**config.mk**
```make
export PLATFORM = sky130hd
export DESIGN_NAME = slice_ring_arbiter
export DESIGN_NICKNAME = d
export VERILOG_FILES = /design/src/rtl/arb_ring_pkg.sv /design/src/rtl/arb_slice_sel.sv /design/src/rtl/arb_slice_ptr.sv /design/src/rtl/arb_hold_timer.sv /design/src/rtl/slice_ring_arbiter.sv
export SDC_FILE = /design/constraint.sdc
export NUM_CORES = 1
export LEC_CHECK = 0
export ABC_AREA = 1
export BUFFER_PORTS_ARGS = -buffer_cell sky130_fd_sc_hd__buf_4
export CORE_MARGIN = 2
export CORE_UTILIZATION = 45
export CTS_BUF_LIST = sky130_fd_sc_hd__clkbuf_4
export CTS_CLUSTER_SIZE = 14
export DETAILED_ROUTE_END_ITERATION = 16
export PLACE_DENSITY = 0.76
export SLEW_MARGIN = 30
export SYNTH_ARGS = -nofsm -noshare
export SYNTH_HDL_FRONTEND = slang
export SYNTH_HIERARCHICAL = 1
export SYNTH_SLANG_ARGS = --single-unit
```
**constraint.sdc**
```tcl
create_clock -name clk -period 4.8 [get_ports clk]
set_clock_uncertainty 0.15 [all_clocks]
set_input_delay 0.96 -clock clk [delete_from_list [all_inputs] [get_ports clk]]
set_output_delay 0.96 -clock clk [all_outputs]
set_load 0.1 [all_outputs]
```
**src/rtl/arb_ring_pkg.sv**
```systemverilog
package arb_ring_pkg;
  localparam int CODE_W    = 4;
  localparam int RING_LEN  = 16;
  localparam int WORD_W    = 32;
  localparam int PER_WORD  = WORD_W / CODE_W;
  localparam int AGENTS    = 8;
  localparam int NULL_CODE = 2;
  localparam int PTR_W     = $clog2(RING_LEN);
  localparam int AGENT_W   = $clog2(AGENTS);

  typedef logic [CODE_W-1:0] code_t;

  // A code grants only if it names a real agent (not null, not reserved).
  function automatic logic code_grants(input code_t c);
    return (c < code_t'(AGENTS)) && (c != code_t'(NULL_CODE));
  endfunction

  function automatic logic [AGENT_W-1:0] code_agent(input code_t c);
    return c[AGENT_W-1:0];
  endfunction

  function automatic logic [AGENTS-1:0] code_onehot(input code_t c);
    logic [AGENTS-1:0] one;
    one = {{(AGENTS-1){1'b0}}, 1'b1};
    return code_grants(c) ? (one << code_agent(c)) : '0;
  endfunction
endpackage

```
**src/rtl/arb_slice_sel.sv**
```systemverilog
module arb_slice_sel
  import arb_ring_pkg::*;
#(
  parameter int RING  = RING_LEN,
  parameter int WIDTH = WORD_W,
  localparam int PW   = $clog2(RING)
) (
  input  logic [WIDTH-1:0] lo_i,
  input  logic [WIDTH-1:0] hi_i,
  input  logic [PW-1:0]    ptr_i,
  output code_t            code_o
);
  localparam int PER = WIDTH / CODE_W;

  code_t table_w [RING];

  for (genvar g = 0; g < RING; g++) begin : g_slice
    if (g < PER) begin : g_low
      assign table_w[g] = lo_i[g*CODE_W +: CODE_W];
    end else begin : g_high
      assign table_w[g] = hi_i[(g-PER)*CODE_W +: CODE_W];
    end
  end

  assign code_o = table_w[ptr_i];
endmodule

```
**src/rtl/arb_slice_ptr.sv**
```systemverilog
module arb_slice_ptr #(
  parameter int RING = 16,
  localparam int PW  = $clog2(RING)
) (
  input  logic          clk,
  input  logic          rst_n,
  input  logic          adv_i,
  output logic [PW-1:0] ptr_o
);
  localparam logic [PW-1:0] LAST = PW'(RING - 1);

  always_ff @(posedge clk or negedge rst_n) begin
    if (!rst_n)     ptr_o <= '0;
    else if (adv_i) ptr_o <= (ptr_o == LAST) ? '0 : ptr_o + 1'b1;
  end

  // one slice per advance, wrapping at the ring end
  p_ptr_step_r5: assert property (@(posedge clk) disable iff (!rst_n)
    adv_i |=> ptr_o == (($past(ptr_o) == LAST) ? '0 : $past(ptr_o) + 1'b1));
  p_ptr_hold_r5: assert property (@(posedge clk) disable iff (!rst_n)
    !adv_i |=> $stable(ptr_o));
endmodule

```
**src/rtl/arb_hold_timer.sv**
```systemverilog
module arb_hold_timer #(
  parameter int TW = 8
) (
  input  logic          clk,
  input  logic          rst_n,
  input  logic          clear_i,
  input  logic          run_i,
  input  logic          off_i,
  input  logic [TW-1:0] preset_i,
  output logic          expire_o
);
  logic [TW-1:0] cnt;

  always_ff @(posedge clk or negedge rst_n) begin
    if (!rst_n)                      cnt <= '0;
    else if (clear_i)                cnt <= '0;
    else if (run_i && cnt != '1)     cnt <= cnt + 1'b1;
  end

  assign expire_o = run_i && !off_i && (cnt == preset_i);

  // a new hold always starts counting from zero
  p_cnt_clear_r7: assert property (@(posedge clk) disable iff (!rst_n)
    clear_i |=> cnt == '0);
endmodule

```
**src/rtl/slice_ring_arbiter.sv**
```systemverilog
module slice_ring_arbiter
  import arb_ring_pkg::*;
#(
  parameter int TMO_W = 8
) (
  input  logic              clk,
  input  logic              rst_n,
  input  logic [AGENTS-1:0] req_i,
  input  logic [AGENTS-1:0] done_i,
  input  logic [WORD_W-1:0] ring_lo_i,
  input  logic [WORD_W-1:0] ring_hi_i,
  input  logic [TMO_W-1:0]  tmo_preset_i,
  input  logic              tmo_off_i,
  output logic [AGENTS-1:0] grant_o,
  output logic              tmo_flag_o
);
  logic [PTR_W-1:0]   ptr;
  code_t              cur_code;
  logic [AGENT_W-1:0] hold_agent;
  logic               holding;
  logic               expire;

  // Named internal events
  logic cur_ok, start_hold, done_hit, release_tmo, release_any, slice_adv;

  arb_slice_sel #(.RING(RING_LEN), .WIDTH(WORD_W)) u_sel (
    .lo_i(ring_lo_i), .hi_i(ring_hi_i), .ptr_i(ptr), .code_o(cur_code));

  arb_slice_ptr #(.RING(RING_LEN)) u_ptr (
    .clk(clk), .rst_n(rst_n), .adv_i(slice_adv), .ptr_o(ptr));

  arb_hold_timer #(.TW(TMO_W)) u_tmr (
    .clk(clk), .rst_n(rst_n), .clear_i(start_hold), .run_i(holding),
    .off_i(tmo_off_i), .preset_i(tmo_preset_i), .expire_o(expire));

  assign cur_ok      = code_grants(cur_code) && req_i[code_agent(cur_code)];
  assign start_hold  = !holding && cur_ok;
  assign done_hit    = holding && done_i[hold_agent];
  assign release_tmo = holding && !done_hit && expire;
  assign release_any = done_hit || release_tmo;
  assign slice_adv   = (!holding && !cur_ok) || release_any;

  always_ff @(posedge clk or negedge rst_n) begin
    if (!rst_n) begin
      holding    <= 1'b0;
      hold_agent <= '0;
      grant_o    <= '0;
      tmo_flag_o <= 1'b0;
    end else begin
      tmo_flag_o <= release_tmo;
      if (start_hold) begin
        holding    <= 1'b1;
        hold_agent <= code_agent(cur_code);
        grant_o    <= code_onehot(cur_code);
      end else if (release_any) begin
        holding <= 1'b0;
        grant_o <= '0;
      end
    end
  end

  // grant is one-hot or empty
  p_grant_onehot_r3: assert property (@(posedge clk) disable iff (!rst_n)
    $onehot0(grant_o));
  // the null position is never granted
  p_null_never_r4: assert property (@(posedge clk) disable iff (!rst_n)
    !grant_o[NULL_CODE]);
  // done from the owner ends the grant at the next edge
  p_done_release_r6: assert property (@(posedge clk) disable iff (!rst_n)
    ((grant_o & done_i) != '0) |=> grant_o == '0);
  // the timeout flag is a single-cycle pulse with no grant
  p_tmo_low_r7: assert property (@(posedge clk) disable iff (!rst_n)
    tmo_flag_o |-> grant_o == '0);
  p_tmo_once_r7: assert property (@(posedge clk) disable iff (!rst_n)
    tmo_flag_o |=> !tmo_flag_o);
  // timer off means no timeout flag
  p_off_quiet_r8: assert property (@(posedge clk) disable iff (!rst_n)
    tmo_off_i |=> !tmo_flag_o);
  // a held grant does not move until it is released
  p_hold_stable_r9: assert property (@(posedge clk) disable iff (!rst_n)
    (holding && !release_any) |=> $stable(grant_o));
endmodule

```
---- After elaboration in Yosys (flattened, before gate mapping) ----
Index checks and enable logic that the tools add are counted.
storage, ports and cells
  register bits after elaboration ......... 25
  word-level logic and storage cells ...... 51
cells by class
  $add $sub $neg .......................... 2
  magnitude comparators ................... 4
  equal/unequal tests ..................... 4
  shift operators ......................... 1
  mux-type cells .......................... 15
  bitwise operators ....................... 1
  reductions and logical operators ........ 18
operator list
  kind                                                                           count
  8-bit two-way mux                                                              5
  4-bit binary-select mux with 4-bit select                                      1
  4-bit two-way mux                                                              3
  1-bit logical AND                                                              10
  8-bit by 1-bit adder with 8-bit output (second input constant)                 1
  8-bit equality test                                                            1
  3-bit by 4-bit less-than comparator with 1-bit output (second input constant)  2
  8-bit != test (second input constant)                                          1
  1-bit by 3-bit left shift with 8-bit output (first input constant)             1
  1-bit binary-select mux with 3-bit select                                      2
  5-bit greater-or-equal comparator (second input constant)                      1
  4-bit inverter with 5-bit output                                               1
  4-bit by 1-bit adder with 4-bit output (second input constant)                 1
  4-bit equality test (second input constant)                                    1
  1-bit logical NOT                                                              4
  4-bit less-than comparator (second input constant)                             1
  1-bit two-way mux                                                              4
  4-bit by 2-bit != test with 1-bit output (second input constant)               1
  2-bit nonzero test                                                             2
  1-bit logical OR                                                               2

---- Logic depth before layout (Yosys ltp) ----
Gate-level depths: netlist of the first run.
  depth in word-level cells ............... 10
  mapped depth ............................ 22
  mapped depth without buffers ............ 19

---- Modules after synthesis ----
The synthesis of the first run kept the hierarchy.
by module, submodules not included
  module              times used  cells an instance  area each (um^2)  seq. area each (um^2)
  arb_slice_sel       1           195                854.6             0.0
  slice_ring_arbiter  1           100                769.5             325.3
  arb_hold_timer      1           93                 603.1             200.2
  arb_slice_ptr       1           23                 192.7             100.1

---- Least setup slack after synthesis of the first run ----
Ideal clock, no wire load.
  path kind ............................... input-to-reg
  start point ............................. in ring_lo_i[29]
  end point ............................... reg u_tmr.cnt[5]
  setup time .............................. 118 ps
  data arrival time ....................... 2347 ps
  required time ........................... 4532 ps
  path slack .............................. 2185 ps
  cell stages on the path ................. 18
  buffers on the path ..................... 0
  path through ............................ inv_1 -> nand2_1 -> nand3_1 -> nand3_1 -> nand3_1 -> nand2_1 -> inv_2 -> nand2_2 -> nor2_2 -> nor2_2 -> nand2_2 -> nand4_4 -> inv_4 -> inv_2 -> nand2_4 -> clkinv_4 -> nand2_1 -> nand2_1
between the ends
  word-level cells in the longest chain between the ends .. 8
  elaborated cells on any way between the ends .. 12
RTL lines
  element                                                         RTL line                                      text
  start: declaration                                              slice_ring_arbiter.sv:10                      input logic [WORD_W-1:0] ring_lo_i,
  4-bit binary-select mux with 4-bit select *                     arb_slice_sel.sv:25                           assign code_o = table_w[ptr_i];
  4-bit two-way mux (implied by the code) * (2 in a row)          arb_slice_sel.sv:25
  net cur_code[1]                                                 slice_ring_arbiter.sv:18                      code_t cur_code;
  4-bit less-than comparator, or another cell as far along        arb_ring_pkg.sv:15                            return (c < code_t'(AGENTS)) && (c != code_t'(NULL_CODE));
  1-bit logical AND / 1-bit two-way mux (equally long branches)   arb_ring_pkg.sv:15, slice_ring_arbiter.sv:36
  1-bit logical AND *                                             slice_ring_arbiter.sv:36                      assign cur_ok = code_grants(cur_code) && req_i[code_agent(cur_code)];
  1-bit logical AND *                                             slice_ring_arbiter.sv:37                      assign start_hold = !holding && cur_ok;
  net start_hold                                                  slice_ring_arbiter.sv:24                      logic cur_ok, start_hold, done_hit, release_tmo, release_any, slice_adv;
  8-bit two-way mux / 2-bit nonzero test (equally long branches)  n/a
  end signal: assignment                                          arb_hold_timer.sv:17                          else if (run_i && cnt != '1) cnt <= cnt + 1'b1;
  end: declaration                                                arb_hold_timer.sv:12                          logic [TW-1:0] cnt;
The timed path passes the listed nets; every way through them passes the cells marked *. The select of a mux whose other input is x is not followed.
A chain may end at the register's enable or synchronous reset.

---- Worst setup path after layout of the first run ----
  start point ............................. reg u_ptr.ptr_o[1]
  end point ............................... reg u_tmr.cnt[7]
between the ends
  word-level cells in the longest chain between the ends .. 9
  elaborated cells on any way between the ends .. 13
RTL lines
  element                                                         RTL line                                      text
  start: declaration                                              arb_slice_ptr.sv:8                            output logic [PW-1:0] ptr_o
  start signal: assignment                                        arb_slice_ptr.sv:14                           else if (adv_i) ptr_o <= (ptr_o == LAST) ? '0 : ptr_o + 1'b1;
  4-bit inverter with 5-bit output (implied by the code) *        arb_slice_sel.sv:25
  4-bit binary-select mux with 4-bit select *                     arb_slice_sel.sv:25
  4-bit two-way mux (implied by the code) * (2 in a row)          arb_slice_sel.sv:25
  net cur_code[0]                                                 slice_ring_arbiter.sv:18
  4-bit less-than comparator, or another cell as far along        arb_ring_pkg.sv:15
  1-bit logical AND / 1-bit two-way mux (equally long branches)   arb_ring_pkg.sv:15, slice_ring_arbiter.sv:36
  1-bit logical AND *                                             slice_ring_arbiter.sv:36
  1-bit logical AND *                                             slice_ring_arbiter.sv:37
  net start_hold                                                  slice_ring_arbiter.sv:24
  8-bit two-way mux / 2-bit nonzero test (equally long branches)  n/a
Marked as above.

==> metrics.yaml, run 1 <==
leakage_uw: 0.00188
hold_class: "reg -> reg"
r2r_start: "u_ptr/ptr_o[1]"
p_seq_frac: 0.209
hold_viol_final: 0
tns_ns: 0
core_area_mm2: 0.00514
routedWlPerCell_um: 11.3
synthAdderAreaFrac: 0.0103
async_flop_share: 1.00
crit_type: "reg -> reg"
grtUsageTotal: 0.222
fp-row-count: 26
drive_gt1_frac: 0.247
yosysUniqueCellTypes: 32
place_congestion: 0.838
worst_pin_slew_ns: 0.712
numPortBuffers: 98
critPathCapture: "u_tmr/cnt[7]"
setup_viol: 0
io_pins: 100
final.fill_count: 514
via_count: 2763
cts_resized: 0
power_uw: 1860
syn_nets: 504
synth_compound_area_frac: 0.0481
final_common_cell: "nand2_1"
yosys_most_used_dff: "dfrtp_1"
clk_pin_slew_ns: 0.14
drtIter0Drc: 114
placedCellCount: 568
rsz0062_at_grt: "false"
synth-simple-area-share: 0.487
whs_ns: 0.348
slew_viol_final: 0
vdd_drop_max_v: 0.000281
max_slew_margin: 0.525
r2r_cells: 17
placed_area_mm2: 0.00314
via_per_inst: 4.83
worst_ep_arrival_time_ns: 3.08
n_antenna_cell: 0
cts.sinks: 25
cts_tree: "done"
die_h_um: 77.3
cts-root-buf: "clkbuf_4"
postCtsSetupBuffers: 0
drv_cap: 0
crit_path_start_kind: "flop"
grt_max_degree: 38
area_growth_pct: 31.0
path_max_fanout: 21
yosys_warnings: 6
grt-ovfl-total: 0
die_x_um: 77.3
synth_top_area_frac: 0.259
nets: 596
fmax_mhz: 335
rrSetupSlack_ns: 1.81
switching_power_uw: 1120
netlist_top_cells_area: "dfrtp_1 26%, nand2_1 24%, nand3_1 14%"
yosysTopAreaCell: "dfrtp_1"
status: "finished, final reports clean"
final_cells: 572
drt-total-wl_um: 6470
worstReg2RegEnd: "u_tmr/cnt[7]"
htreeDepth: 1
synthXorXnorAreaFrac: 0.0145
synth_area_mm2: 0.00242
dieArea_mm2: 0.00598
critPathRequiredTime_ns: 4.89
avgSynthCellArea_um2: 5.89
critPathMaxStageDelay_ns: 0.83
ant_nets: 0
crit_start: "u_ptr/ptr_o[1]"
cp_slowest_cell: "dfrtp_1"
clockBufferDepth: 2
period_minus_slack_ns: 2.99
grt_pass1_wl_um: 11200
stdcell_area_mm2: 0.00317
synth_cells: 411
synth_edf_count: 0
crit_path_end_kind: "flop"
fin_crit_sh: 0.623
p_clk_frac: 0.053
synthMuxAreaShare: 0
synth_top_family_by_area: "simple AND/OR/NAND/NOR gates"
dp_hpwl_um: 4970
p_int_uw: 736
insertion_delay_ns: 0.33
swShare: 0.603
antenna_found_initial: 0
grt_pass1_vias: 2601
synth_seq_area_share: 0.259
p_comb_frac: 0.738
power_density_mw_per_mm2: 585
crit_chain: "inv_4 > nand3_1 > nand3_1 > nand3_1 > nand2_1 > clkinv_4 > nand2_2 > nor2_2 > nor2_2 > nand2_2 > nand4_4 > inv_4 > inv_2 > nand2_4 > clkinv_4 > nand2_1 > nand2_1"
hold_buffers: 0
ys_ff_latch: 25
final_cell_mix: "156 x nand2_1, 99 x buf_4, 75 x inv_1"
cts_buffers: 3
drt-pass1-iter-count: 4
route.detailed.drc: 0
start_util: 0.471
-- power groups by stage --
stage | Combinational [µW] | Sequential [µW] | Clock, µW
floorplan | 1030 | 492 | 0
global placement | 1350 | 389 | 0
detailed placement | 1370 | 394 | 0
CTS | 1370 | 389 | 103
global route | 1530 | 402 | 112
finish | 1370 | 388 | 98.2
-- logic make-up (layout without fill, tap and decap cells) --
group / after synthesis / count (layout)
AO/OA/AOI/OAI: 21 / 21
buffers and inverters: 95 / 186
AND/OR/NAND/NOR: 264 / 264
XOR/XNOR: 4 / 4
flip-flops: 25 / 25
adder cells (fa/ha/maj): 2 / 2
-- how the worst min path moves through the flow --
| stage | start | to | slack (ns) | cells after the start |
|---|---|---|---|---|
| CTS | rst_n | u_tmr/cnt[2] | 0.36 | 1 |
| global route | rst_n | u_tmr/cnt[2] | 0.36 | 1 |
| global placement | grant_o[6] | grant_o[6] | 0.31 | 2 |
| floorplan | hold_agent[2] | hold_agent[2] | 0.32 | 2 |
| finish | grant_o[6] | grant_o[6] | 0.35 | 2 |
| detailed placement | grant_o[0] | grant_o[0] | 0.32 | 2 |
-- critical path, delay by kind of cell, from the launching register on --
kind	cells	cell delay (ns)
DFF	1	0.83
buffers and inverters	5	0.69
and+or+nand+nor	12	1.23
-- sequential cells by signal, indices dropped and copies added (netlist names) --
signal / flops
hold_agent: 3
u_tmr/cnt: 8
u_ptr/ptr_o: 4
grant_o: 8
tmo_flag_o: 1
holding: 1
-- metrics by stage --
stage               worst slack (ns)   util
CTS                             1.78  0.617
detailed placement              1.68  0.611
global route                    1.47  0.617
floorplan                       2.18      -
global placement                1.71  0.611
finish                          1.81  0.617
-- synthesized netlist by cell type (all sizes together) (3+ instances only) --
| library cell | number |
|---|---|
| nand4 | 9 |
| nor2 | 18 |
| nand3 | 69 |
| a21oi | 3 |
| nand2 | 162 |
| dfrtp | 25 |
| inv | 81 |
| o21ai | 13 |
| buf | 12 |
| nor4 | 3 |
-- layer usage --
layer  up-vias  track usage  part of all wire
met2        73        0.390              0.49
met3         6       0.0360             0.048
li1       1458            -                 -
met5         -            0                 0
met1      1226        0.289              0.45
met4         0       0.0411            0.0085
-- area by class of cell --
type                       count  area, µm²  share of cell area
timing repair buffer          99        743               0.234
clock inverter                 1       5.00             0.00158
multi-input combinational    291       1360               0.427
inverter                      83        332               0.105
sequential                    25        626               0.197
tap                           70       87.6              0.0276
clock buffer                   3       22.5             0.00710
Note: power is estimated with default switching activity, not from simulation.
==> run 2: changes to the inputs <==
--- a/config.mk
+++ b/config.mk
@@ -12,7 +12,7 @@
 export CTS_BUF_LIST = sky130_fd_sc_hd__clkbuf_4
 export CTS_CLUSTER_SIZE = 14
 export DETAILED_ROUTE_END_ITERATION = 16
-export PLACE_DENSITY = 0.76
+export PLACE_DENSITY = 0.79
 export SLEW_MARGIN = 30
 export SYNTH_ARGS = -nofsm -noshare
 export SYNTH_HDL_FRONTEND = slang
==> constraint.sdc (replaced) <==
create_clock -name clk -period 2.6 [get_ports clk]
set_clock_uncertainty 0.15 [all_clocks]
set_input_delay 0.52 -clock clk [delete_from_list [all_inputs] [get_ports clk]]
set_output_delay 0.52 -clock clk [all_outputs]
set_load 0.1 [all_outputs]
==> metrics.yaml, run 2 (same netlist as run 1, synthesis figures left out) <==
use_met2: 0.410
crit_chain: "buf_4 > buf_4 > nand2_1 > nand2_1 > nand2_1 > nand3_1 > nand3_1 > nand2_2 > inv_4 > nand2_2 > nor2_2 > nor2_2 > nand2_2 > nand4_4 > nand2_1 > inv_2 > nand2_1 > xor2_1 > inv_1"
area_growth_pct: 36.8
grt_max_degree: 26
cts_tree: "done"
drive_gt1_frac: 0.277
setup_viol: 0
power_uw: 3730
cts.sinks: 25
drt-total-wl_um: 6560
worst_ep_arrival_time_ns: 2.53
worst_pin_slew_ns: 0.396
use_met1: 0.290
grt-ovfl-total: 0
hold_class: "reg -> reg"
cts-root-buf: "clkbuf_4"
grtUsageTotal: 0.230
cp_slowest_cell: "dfrtp_2"
period_minus_slack_ns: 2.44
crit_top_cell: "nand2_1"
tns_ns: 0
layout_setup_ws_ns: 0.156
n_antenna_cell: 0
rrSetupSlack_ns: 0.16
slew_viol_final: 0
r2r_cells: 19
grt_pass1_vias: 2727
critPathCapture: "u_ptr/ptr_o[2]"
route.detailed.drc: 0
crit_type: "reg -> reg"
power_density_mw_per_mm2: 1130
status: "finished, final reports clean"
grt.met3_usage: 0.0395
numPortBuffers: 98
ant_nets: 0
leakage_uw: 0.00195
grt.busiest_layer: "met2"
grt_pass1_wl_um: 11600
core_area_mm2: 0.00514
cts_buffers: 3
routedWlPerCell_um: 11.2
via_per_inst: 4.89
io_pins: 100
htreeDepth: 1
rsz0062_at_grt: "false"
drtIter0Drc: 158
start_util: 0.471
path_max_fanout: 10
place_congestion: 0.848
r2r_start: "u_ptr/ptr_o[0]"
clockBufferDepth: 2
dp_hpwl_um: 5320
hold_viol_final: 0
critPathMaxStageDelay_ns: 0.48
fp-row-count: 26
crit_path_end_kind: "flop"
via_count: 2869
postCtsSetupBuffers: 0
antenna_found_initial: 0
critPathRequiredTime_ns: 2.68
clk_pin_slew_ns: 0.14
reg.largest.list: "grant_o (8), u_tmr/cnt (8), u_ptr/ptr_o (4)"
vdd_drop_max_v: 0.000541
crit_start: "u_ptr/ptr_o[0]"
final_common_cell: "nand2_1"
max_slew_margin: 0.736
dieArea_mm2: 0.00598
place_ws_ns: 0.00880
nets: 611
worstReg2RegEnd: "u_ptr/ptr_o[2]"
fin_crit_sh: 0.940
final_cell_mix: "154 x nand2_1, 113 x buf_4, 73 x inv_1"
fmax_mhz: 409
die_x_um: 77.3
die_h_um: 77.3
crit_path_start_kind: "flop"
final.fill_count: 469
insertion_delay_ns: 0.33
drv_cap: 0
drt-pass1-iter-count: 6
-- run 2: cell types whose count changed in the layout (fill, tap and decap cells not counted), sizes merged --
cell | previous run | this run
buf | 99 | 113
clkinv | 3 | 2
dlygate4sd3 | 0 | 1
clkbuf | 3 | 4
-- run 2: worst min path at each step --
stage / slack [ns] / cells after the start / to / startpoint
global placement: 0.29 / 1 / hold_agent[2] / rst_n
global route: 0.38 / 2 / grant_o[3] / grant_o[3]
CTS: 0.34 / 2 / grant_o[3] / grant_o[3]
detailed placement: 0.30 / 1 / tmo_flag_o / rst_n
floorplan: 0.07 / 0 / grant_o[0] / rst_n
finish: 0.34 / 2 / grant_o[5] / grant_o[5]
-- run 2: critical path: cells and delay by family (launching register included) --
| family | cells | cell delay, ns |
|---|---|---|
| xor+xnor | 1 | 0.16 |
| simple gates | 13 | 1.01 |
| buf+inv | 5 | 0.56 |
| flops | 1 | 0.48 |
-- run 2: per-stage QoR --
step	instances	hold WS (ns)	utilization	instance area (µm²)
after CTS	587	0.344	0.640	3290
after detailed placement	582	0.296	0.632	3250
after global routing	587	0.378	0.644	3310
after global placement	582	0.291	0.632	3250
after floorplan	411	0.0744	-	2420
final	587	0.340	0.644	3310
-- run 2: what timing repair did --
action                                 4_1_cts  5_1_grt
hold buffers                                 1        0
endpoints found under the hold margin       25        0
gates cloned                                 0        0
gates resized for setup                      1        7
setup endpoints to repair                    2        8
pin swaps                                    0        1
-- run 2: where the power goes --
| group | internal (µW) | switching [µW] | total, µW |
|---|---|---|---|
| logic | 995 | 1860 | 2860 |
| registers | 526 | 153 | 679 |
| clock network | 70.5 | 120 | 190 |
| total | 1590 | 2140 | 3730 |
-- run 2: final cells by class --
cell class | instances | area, µm² | area share
clock buffer | 4 | 30.0 | 0.00907
multi-input combinational | 291 | 1370 | 0.415
sequential | 25 | 627 | 0.189
timing repair buffer | 114 | 858 | 0.259
inverter | 83 | 334 | 0.101
tap | 70 | 87.6 | 0.0265
-- run 2: routing by layer --
layer	wire (µm)	vias to the layer above
li1	-	1480
met1	2860	1286
met2	3260	91
met3	358	12
met4	85	0
met5	0	-
==> run 3: changes to the inputs <==
--- a/config.mk
+++ b/config.mk
@@ -12,6 +12,7 @@
 export CTS_BUF_LIST = sky130_fd_sc_hd__clkbuf_4
 export CTS_CLUSTER_SIZE = 14
 export DETAILED_ROUTE_END_ITERATION = 16
+export GPL_TIMING_DRIVEN = 0
 export PLACE_DENSITY = 0.79
 export SLEW_MARGIN = 30
 export SYNTH_ARGS = -nofsm -noshare
==> metrics.yaml, run 3 (same netlist as run 1, synthesis figures left out) <==
crit_path_end_kind: "flop"
grt-ovfl-total: 0
leakage_uw: 0.00208
vdd_drop_max_v: 0.000735
crit_path_start_kind: "flop"
antenna_found_initial: 0
max_slew_margin: 0.715
reg.largest.list: "grant_o (8), u_tmr/cnt (8), u_ptr/ptr_o (4)"
final_common_cell: "nand2_1"
final_cell_mix: "142 x nand2_1, 114 x buf_4, 72 x inv_1"
via_per_inst: 4.99
use_met1: 0.316
worstReg2RegEnd: "grant_o[4]"
drt-total-wl_um: 7680
rsz0062_at_grt: "true"
crit_type: "reg -> reg"
period_minus_slack_ns: 2.57
htreeDepth: 1
grt_max_degree: 26
r2r_cells: 19
clk_pin_slew_ns: 0.14
p_comb_frac: 0.813
drtIter0Drc: 190
grt.busiest_layer: "met2"
start_util: 0.471
use_met2: 0.405
rrSetupSlack_ns: 0.03
hold_viol_final: 0
tns_ns: 0
hold_class: "reg -> reg"
status: "finished, final reports clean"
slew_viol_final: 0
io_pins: 100
n_antenna_cell: 0
via_count: 3000
setup_viol: 0
area_growth_pct: 49.3
fmax_mhz: 390
p_seq_frac: 0.148
dieArea_mm2: 0.00598
cts_buffers: 3
place_congestion: 0.902
critPathCapture: "grant_o[4]"
critPathRequiredTime_ns: 2.67
route.detailed.drc: 0
die_h_um: 77.3
crit_top_cell: "nand2_1"
drive_gt1_frac: 0.341
cts.sinks: 25
path_max_fanout: 10
routedWlPerCell_um: 12.8
switching_power_uw: 2500
cts_tree: "done"
worst_ep_arrival_time_ns: 2.64
critPathMaxStageDelay_ns: 0.40
numPortBuffers: 98
insertion_delay_ns: 0.32
crit_chain: "buf_6 > clkinv_8 > buf_8 > nand2_1 > nand3_1 > nand3_1 > nand3_2 > nand2_4 > clkinv_4 > nand3_2 > nand2_2 > nor2_2 > nand2_2 > nand4_4 > clkinv_4 > buf_6 > buf_4 > nand2_1 > nand2_1"
grtUsageTotal: 0.236
power_density_mw_per_mm2: 1250
fp-row-count: 26
crit_start: "u_ptr/ptr_o[0]"
clockBufferDepth: 2
cp_slowest_cell: "dfrtp_1"
core_area_mm2: 0.00514
grt_pass1_vias: 2596
grt_pass1_wl_um: 11700
power_uw: 4510
drt-pass1-iter-count: 5
drv_cap: 0
die_x_um: 77.3
nets: 625
worst_pin_slew_ns: 0.427
swShare: 0.556
p_clk_frac: 0.040
cts-root-buf: "clkbuf_4"
fin_crit_sh: 0.987
r2r_start: "u_ptr/ptr_o[0]"
dp_hpwl_um: 5440
grt.met3_usage: 0.0395
p_int_uw: 2000
ant_nets: 0
[run 3: cell types whose count changed in the layout (fill, tap and decap cells not counted), sizes merged]
cell,change
clkinv,+2
buf,+11
clkbuf,+2
inv,-2
clkinvlp,+1
[run 3: repair_timing]
item	4_1_cts	5_1_grt
resized for setup	6	50
hold buffers	1	0
hold endpoints to repair	25	0
endpoints found under the setup margin	12	12
pin swaps	0	13
setup buffers	5	9
cloned	0	3
[run 3: how the worst min path moves through the flow]
| stage | startpoint | to | slack (ns) | cells after the start |
|---|---|---|---|---|
| floorplan | rst_n | grant_o[0] | 0.07 | 0 |
| global placement | rst_n | hold_agent[2] | 0.29 | 1 |
| detailed placement | rst_n | hold_agent[2] | 0.29 | 1 |
| CTS | grant_o[6] | grant_o[6] | 0.35 | 2 |
| global route | grant_o[6] | grant_o[6] | 0.38 | 2 |
| finish | grant_o[6] | grant_o[6] | 0.36 | 2 |
[run 3: critical path: cells and delay by family (launching register included)]
family                 cells  cell delay [ns]
AND/OR/NAND/NOR           12             1.04
buffers and inverters      7             0.86
flip-flops                 1             0.40
[run 3: final cells by class]
cell class | count | area [µm²]
Clock buffer | 3 | 22.5
Clock inverter | 1 | 5.00
Multi-Input combinational cell | 291 | 1460
Timing Repair Buffer | 116 | 916
Inverter | 83 | 363
Tap cell | 70 | 87.6
Fill cell | 447 | 1530
Buffer | 12 | 131
Sequential cell | 25 | 627
[run 3: power groups by stage]
stage / Clock (µW) / Sequential (µW) / Combinational, µW
after floorplan: 0 / 909 / 1910
after global placement: 0 / 670 / 2730
after detailed placement: 0 / 675 / 2800
after CTS: 181 / 656 / 2970
after global routing: 205 / 686 / 3990
final: 178 / 665 / 3660
[run 3: through the flow]
stage | utilization | worst slack (ns) | instance area (µm²) | hold slack [ns] | cells
6_report | 0.703 | 0.0341 | 3610 | 0.357 | 601
5_1_grt | 0.703 | -0.110 | 3610 | 0.377 | 601
4_1_cts | 0.648 | 0.0262 | 3330 | 0.355 | 589
3_5_place_dp | 0.631 | -0.108 | 3240 | 0.291 | 579
3_3_place_gp | 0.631 | -0.0620 | 3240 | 0.289 | 579
2_1_floorplan | - | 0.265 | 2420 | 0.0744 | 411
[run 3: per-layer routing]
| metal | part of all wire | vias up |
|---|---|---|
| met5 | 0 | - |
| met2 | 0.50 | 112 |
| met1 | 0.42 | 1352 |
| met4 | 0.017 | 0 |
| li1 | - | 1522 |
| met3 | 0.061 | 14 |
